===== config.mk =====
export PLATFORM = sky130hd
export DESIGN_NAME = pixel_token_cell
export DESIGN_NICKNAME = d
export VERILOG_FILES = /design/src/rtl/pixel_token_cell.sv
export SDC_FILE = /design/constraint.sdc
export NUM_CORES = 1
export LEC_CHECK = 0
export ABC_AREA = 1
export BUFFER_PORTS_ARGS = -buffer_cell sky130_fd_sc_hd__buf_2
export CAP_MARGIN = 20
export CORE_AREA = 4 4 41 43
export DETAILED_ROUTE_END_ITERATION = 8
export DIE_AREA = 0 0 45 47
export GPL_TIMING_DRIVEN = 0
export HOLD_SLACK_MARGIN = 0.03
export PLACE_DENSITY = 0.56
export SLEW_MARGIN = 20
export SYNTH_ARGS = -nofsm -noshare
export SYNTH_HDL_FRONTEND = slang
export SYNTH_SLANG_ARGS = --single-unit

===== constraint.sdc =====
create_clock -name clk -period 2.3 [get_ports clk]
set_input_delay 0.115 -clock clk [delete_from_list [all_inputs] [get_ports clk]]
set_output_delay 0.115 -clock clk [all_outputs]
set_load 0.01 [all_outputs]

===== src/rtl/pixel_token_cell.sv =====
module pixel_token_cell #(
  parameter int TS_W = 5
) (
  input  logic            clk,
  input  logic            rst_n,
  input  logic            tok_rst,
  input  logic            lat_en,
  input  logic            disc,
  input  logic [TS_W-1:0] ts_in,
  input  logic            tok_in,
  output logic            tok_out,
  output logic            get_x,
  output logic            get_y,
  output logic            ts_oe,
  output logic [TS_W-1:0] ts_out
);

  logic            hit;
  logic [TS_W-1:0] ts_q;
  logic            rd;

  assign rd = hit & tok_in & ~lat_en & ~tok_rst;

  always_ff @(posedge clk or negedge rst_n) begin
    if (!rst_n)                hit <= 1'b0;
    else if (rd)               hit <= 1'b0;
    else if (lat_en && disc)   hit <= 1'b1;
  end

  always_ff @(posedge clk or negedge rst_n) begin
    if (!rst_n)    ts_q <= '0;
    else if (!hit) ts_q <= ts_in;
  end

  assign tok_out = tok_in & ~hit & ~tok_rst;
  assign get_x   = rd;
  assign get_y   = rd;
  assign ts_oe   = rd;
  assign ts_out  = rd ? ts_q : '0;

  a_r4_ts_frozen: assert property (@(posedge clk) disable iff (!rst_n)
    hit |=> $stable(ts_q));

  a_r2_no_hit_outside_window: assert property (@(posedge clk) disable iff (!rst_n)
    (!lat_en && !hit) |=> !hit);

  a_r7_read_clears: assert property (@(posedge clk) disable iff (!rst_n)
    ts_oe |=> !hit);

  a_r5_requests_with_drive: assert property (@(posedge clk) disable iff (!rst_n)
    ts_oe |-> (get_x && get_y && !tok_out));

  a_r9_token_reset_blocks: assert property (@(posedge clk) disable iff (!rst_n)
    tok_rst |-> (!tok_out && !ts_oe));

endmodule


==> flow_metrics.py, run 1 <==
metrics = {
    "status": {
        "status": "complete, no violations",
    },
    "power_and_ir_drop": {
        "power_mw": 0.338,
        "clkPwrFrac_pct": 28.3,
        "irDropWorstVdd_v": 0.000352,
        "leakage_nw": 0.285,
        "power_switching_mw": 0.102,
        "swShare_pct": 30.0,
        "internal-power_mw": 0.237,
        "p_per_area_nw_per_um2": 707,
        "seq_power_share_pct": 42.3,
        "pwr-share-comb_pct": 29.4,
    },
    "floorplan": {
        "start_util_pct": 25.5,
        "fp.dieW_um": 45,
        "die_y_um": 47,
        "dieArea_um2": 2120,
        "coreArea_um2": 1300,
        "rows": 13,
        "ios": 20,
    },
    "global_route": {
        "grt_busiest_layer": "met2",
        "grt_util_met1_pct": 8.56,
        "grt-ovfl-total": 0,
        "antenna_found_initial": 0,
        "grt_max_degree": 11,
        "grt_pass1_vias": 305,
        "met3_usage_pct": 6.90,
        "grt_use_met2_pct": 11.6,
        "grtUsageTotal_pct": 8.35,
        "grt_pass1_wl_mm": 1.16,
    },
    "worst_setup_path": {
        "startpoint": "hit",
        "reg2reg_from": "hit",
        "start_kind": "flip-flop",
        "endpoint_kind": "output pin",
        "critPathKind": "flip-flop to output pin",
        "cp.arrival_ns": 1.16,
        "worst-path-max-fanout": 4,
        "cp.required_ns": 2.18,
    },
    "drt": {
        "post_drt_wl_per_cell_um": 8.85,
        "dr_total_vias": 305,
        "viasPerCell": 3.81,
        "ant_nets": 0,
        "firstDrtPassIters": 1,
        "wirelength_um": 708,
        "drt-initial-drc-count": 0,
        "drc": 0,
    },
    "cells_and_area": {
        "final_cell_mix": "buf_2 (19), nor2_1 (9), inv_1 (8)",
        "num-nets-final": 78,
        "drive_gt1_share_pct": 50.8,
        "area_growth_pct": 44.2,
        "fin_cells": 80,
        "final_area_um2": 478,
        "mostFrequentLayoutCell": "buf_2",
        "n_antenna_cell": 0,
        "fillCellCount": 158,
    },
    "flow_run": {
        "maxCapViolCount": 0,
    },
    "timing": {
        "slew_viol_final": 0,
        "rsz0062_at_grt": "no",
        "whs_ns": 0.0748,
        "setup_viol": 0,
        "hold_viol_final": 0,
        "timing.slew.headroom_pct": 84.8,
        "finalCritPeriodShare_pct": 55.5,
        "min_period_ns": 1.28,
        "worst_pin_slew_ns": 0.227,
        "fmaxAchievable_mhz": 783,
        "fin_skew_ns": 0.000946,
        "tns_ns": 0,
    },
    "clock_network": {
        "htreeDepth": 1,
        "cts_sinks": 6,
        "cts-root-buf": "clkbuf_4",
        "cts_resized": 0,
        "cts_hold_buf": 1,
        "numCtsBuffers": 3,
        "clk_pin_slew_ns": 0.04,
        "clockBufferDepth": 2,
        "clock_latency_ns": 0.24,
        "cts_setup_buffers": 0,
        "cts_tree": "built",
    },
    "min_path": {
        "min_path_type": "input pin to flip-flop",
        "holdCritStartpoint": "ts_in[2]",
    },
    "synthesis": {
        "synth_seq_area_share_pct": 45.3,
        "synth_fa_ha_area_share_pct": 0,
        "synth_cell_types": 11,
        "synth_mux_area_share_pct": 0,
        "synth_top_area_share_pct": 45.3,
        "synth_nets": 53,
        "ys_ff_latch": 6,
        "synth_xor_area_share_pct": 0,
        "synthSimpleGateAreaFrac_pct": 21.9,
        "syn_inst": 42,
        "ys_warn_count": 0,
        "yosys-top-cells-area": "dfrtp_1 (45%), o21ai_2 (13%), nor2_1 (10%), inv_1 (9.1%), nand2_1 (7.9%)",
        "synth_top_family_by_area": "simple AND/OR/NAND/NOR gates",
        "synth_largest_area_cell": "dfrtp_1",
        "netlist_area_um2": 332,
        "synth-compound-area-share_pct": 14.7,
        "avgSynthCellArea_um2": 7.89,
    },
    "placement": {
        "dp_hpwl_um": 571,
        "placed_cell_area_um2": 445,
        "gp_congestion": 0.661,
        "port_buffers": 19,
        "dp.cells": 76,
    },
}
-- worst max-delay path, cell delays in order (launching register included) --
cell	delay, ns
dfrtp_1	0.40
nand2_1	0.07
nor2_1	0.19
buf_4	0.15
buf_2	0.11
-- cell type report --
cell class / count / area [µm²] / area share (%)
sequential: 6 / 150 / 31.4
multi-input combinational: 24 / 121 / 25.4
timing repair buffer: 20 / 105 / 22.0
inverter: 9 / 33.8 / 7.07
buffer: 3 / 26.3 / 5.50
clock buffer: 3 / 22.5 / 4.71
tap: 15 / 18.8 / 3.93
-- final timing paths --
kind / slack [ns] / endpoint / cells after the start
worst max-delay path: 1.02 / get_y / 4
worst min-delay path: 0.07 / ts_q[2] / 3
worst max register to register: 1.46 / hit / 3
worst min register to register: 0.50 / ts_q[4] / 2
max in group asynchronous: 1.93 / ts_q[3] / 2
min in group asynchronous: 0.23 / ts_q[4] / 2
-- kinds of logic after synthesis --
logic type             Yosys count
AOI/OAI and AO/OA                6
and+or+nand+nor                 18
DFF                              6
buffers and inverters           12
-- through the flow --
stage                     setup slack, ns  util (%)
after global routing                0.926      36.7
after CTS                           0.998      36.7
final                                1.02      36.7
after global placement               1.28      34.2
after floorplan                      1.32         -
after detailed placement             1.28      34.2
-- routing by layer --
metal,share of wire (%),up-vias
met1,39,122
met2,45,13
met5,0,-
met3,15,2
met4,1.3,0
li1,-,168
-- power by group through the flow --
| stage | clock network, mW | logic (mW) | registers (mW) |
|---|---|---|---|
| after floorplan | 0 | 0.0736 | 0.142 |
| after global placement | 0 | 0.0986 | 0.144 |
| after detailed placement | 0 | 0.101 | 0.145 |
| after CTS | 0.104 | 0.102 | 0.143 |
| after global routing | 0.112 | 0.114 | 0.145 |
| final | 0.0959 | 0.0993 | 0.143 |
-- registers in the layout, summed over array words and instances (netlist names) --
register,cells
hit,1
ts_q,5
-- cell usage after synthesis, drive strengths merged --
library cell  count
nand2             8
nor2             10
buf               3
a21oi             1
dfrtp             6
o21ai             5
inv               9
Note: power is estimated with default switching activity, not from simulation.
==> run 2, diff against run 1 <==
- PLACE_DENSITY: 0.56 -> 0.58
- clock period: 2.3 -> 1.1 ns (I/O delays scaled with it)
==> run 2 against run 1 <==
Compared with the run above:
- the run now ends with negative setup slack left
- critical path depth up 1
- hold slack better by 0.017 ns
- sequential share of layout area down 5.7 points
- power up 130%
- non-clock buffer count up 7
- combinational power rose to 2.7 times the previous value
- wire length up 5.5%
- flip-flop and latch count unchanged
- die area unchanged
- cell area up 22%
- sequential power up 110%
==> flow_metrics.py, run 2 (synthesis gave the netlist of run 1 again) <==
metrics = {
    "status": {
        "status": "finished, violations left",
        "violations": "negative setup slack",
    },
    "cells_and_area": {
        "n_antenna_cell": 0,
        "drive_gt1_share_pct": 56.9,
        "fin_util_pct": 44.9,
        "fillCellCount": 148,
        "largest_reg_flops": 5,
        "fin_cells": 87,
        "mostFrequentLayoutCell": "buf_2",
        "largest_register": "ts_q",
        "top_regs": "ts_q: 5 flops, hit: 1 flops",
        "num-nets-final": 85,
        "area_growth_pct": 76.2,
        "final_cell_mix": "buf_2 (17), inv_1 (8), nor2_1 (8)",
    },
    "worst_setup_path": {
        "cp_top_family": "flip-flops",
        "cp_cell_sequence": "inv_2 -> nor2_2 -> nand2_2 -> nor2_1 -> buf_2",
        "startpoint": "hit",
        "reg2reg_from": "hit",
        "critPathKind": "flip-flop to output pin",
        "max_stage_delay_ns": 0.38,
        "endpoint_kind": "output pin",
        "crit_buf_inv": 2,
        "critPathSlowestCell": "dfrtp_1",
        "cp.arrival_ns": 1.10,
        "cp.required_ns": 1.04,
        "worst-path-max-fanout": 5,
        "start_kind": "flip-flop",
    },
    "floorplan": {
        "fp.dieW_um": 45,
        "start_util_pct": 25.5,
        "ios": 20,
        "coreArea_um2": 1300,
        "die_y_um": 47,
        "rows": 13,
        "dieArea_um2": 2120,
    },
    "drt": {
        "dr_total_vias": 337,
        "drt-initial-drc-count": 2,
        "ant_nets": 0,
        "drc": 0,
        "viasPerCell": 3.87,
        "firstDrtPassIters": 3,
        "post_drt_wl_per_cell_um": 8.59,
        "wirelength_um": 747,
    },
    "timing": {
        "timing.slew.headroom_pct": 91.1,
        "fin_skew_ns": 0.00356,
        "fmaxAchievable_mhz": 866,
        "worst_pin_slew_ns": 0.133,
        "slew_viol_final": 0,
        "finalCritPeriodShare_pct": 105,
        "min_period_ns": 1.15,
        "setup_viol": 5,
        "worst_slack_ns": -0.0550,
        "whs_ns": 0.0919,
        "hold_viol_final": 0,
        "rsz0062_at_grt": "yes",
    },
    "placement": {
        "dp.cells": 76,
        "dp_slack_ns": 0.168,
        "dp_hpwl_um": 577,
        "gp_congestion": 0.742,
        "port_buffers": 19,
    },
    "power_and_ir_drop": {
        "leakage_nw": 0.322,
        "power_mw": 0.767,
        "p_per_area_nw_per_um2": 1310,
        "irDropWorstVdd_v": 0.000739,
    },
    "clock_network": {
        "htreeDepth": 1,
        "numCtsBuffers": 3,
        "cts-root-buf": "clkbuf_4",
        "clock_latency_ns": 0.24,
        "clk_pin_slew_ns": 0.04,
        "clockBufferDepth": 2,
        "cts_tree": "built",
        "cts_sinks": 6,
    },
    "global_route": {
        "grt-ovfl-total": 0,
        "grt_pass1_vias": 336,
        "antenna_found_initial": 0,
        "grtUsageTotal_pct": 8.53,
        "grt_pass1_wl_mm": 1.29,
        "grt_max_degree": 11,
    },
    "flow_run": {
        "maxCapViolCount": 0,
    },
    "min_path": {
        "min_path_type": "input pin to flip-flop",
        "holdCritStartpoint": "disc",
    },
}
run 2: changes by cell type in the layout (fill, tap and decap cells not counted), moves of 2 or more:
| cell | before | now |
|---|---|---|
| buf_4 | 2 | 4 |
| nand2_2 | 1 | 6 |
| dlygate4sd3_1 | 1 | 6 |
| nand2_1 | 7 | 2 |
| buf_2 | 19 | 17 |
run 2: routing by layer:
layer | wire (µm) | vias up | global-route usage (%)
met5 | 0 | - | 0
met4 | 0 | 0 | 5.26
met3 | 59 | 0 | 3.45
met2 | 358 | 9 | 12.1
met1 | 329 | 144 | 10.7
li1 | - | 184 | -
run 2: final timing paths:
kind | endpoint | slack, ns | depth (start not counted)
setup / recovery | ts_out[3] | -0.05 | 5
hold / removal | hit | 0.09 | 3
setup reg to reg | ts_q[4] | 0.07 | 6
hold reg to reg | ts_q[4] | 0.50 | 2
max in group asynchronous | ts_q[4] | 0.79 | 2
min in group asynchronous | ts_q[3] | 0.16 | 2
run 2: power breakdown:
group / leakage, nW / internal [mW] / switching, mW
sequential: 0.0721 / 0.280 / 0.0185
clock: 0.0138 / 0.123 / 0.0746
combinational: 0.236 / 0.136 / 0.136
run 2: worst min-delay path, cell delays in order:
cell and delay (ns):
buf_2 0.08, a21oi_1 0.05, nor2_1 0.10
run 2: cell type report:
| class | count | area, µm² | share of cell area, % |
|---|---|---|---|
| plain buffers | 3 | 35.0 | 6.00 |
| clock buffers | 3 | 22.5 | 3.85 |
| inverters | 9 | 33.8 | 5.78 |
| multi-input cells | 24 | 141 | 24.2 |
| flip-flops and latches | 6 | 150 | 25.7 |
| well taps | 15 | 18.8 | 3.21 |
| repair buffers | 27 | 183 | 31.3 |
run 2: timing repair:
action,CTS,global route
endpoints found under the hold margin,11,0
endpoints found under the setup margin,8,8
pin swaps,0,2
hold buffers,6,0
setup buffers,1,1
resized for setup,5,8
run 2: per-stage QoR:
step                setup TNS (ns)  instance area, µm²
floorplan                        0                 332
global placement                 0                 445
detailed placement               0                 445
CTS                         -0.340                 551
global route                 -1.05                 584
finish                      -0.229                 584
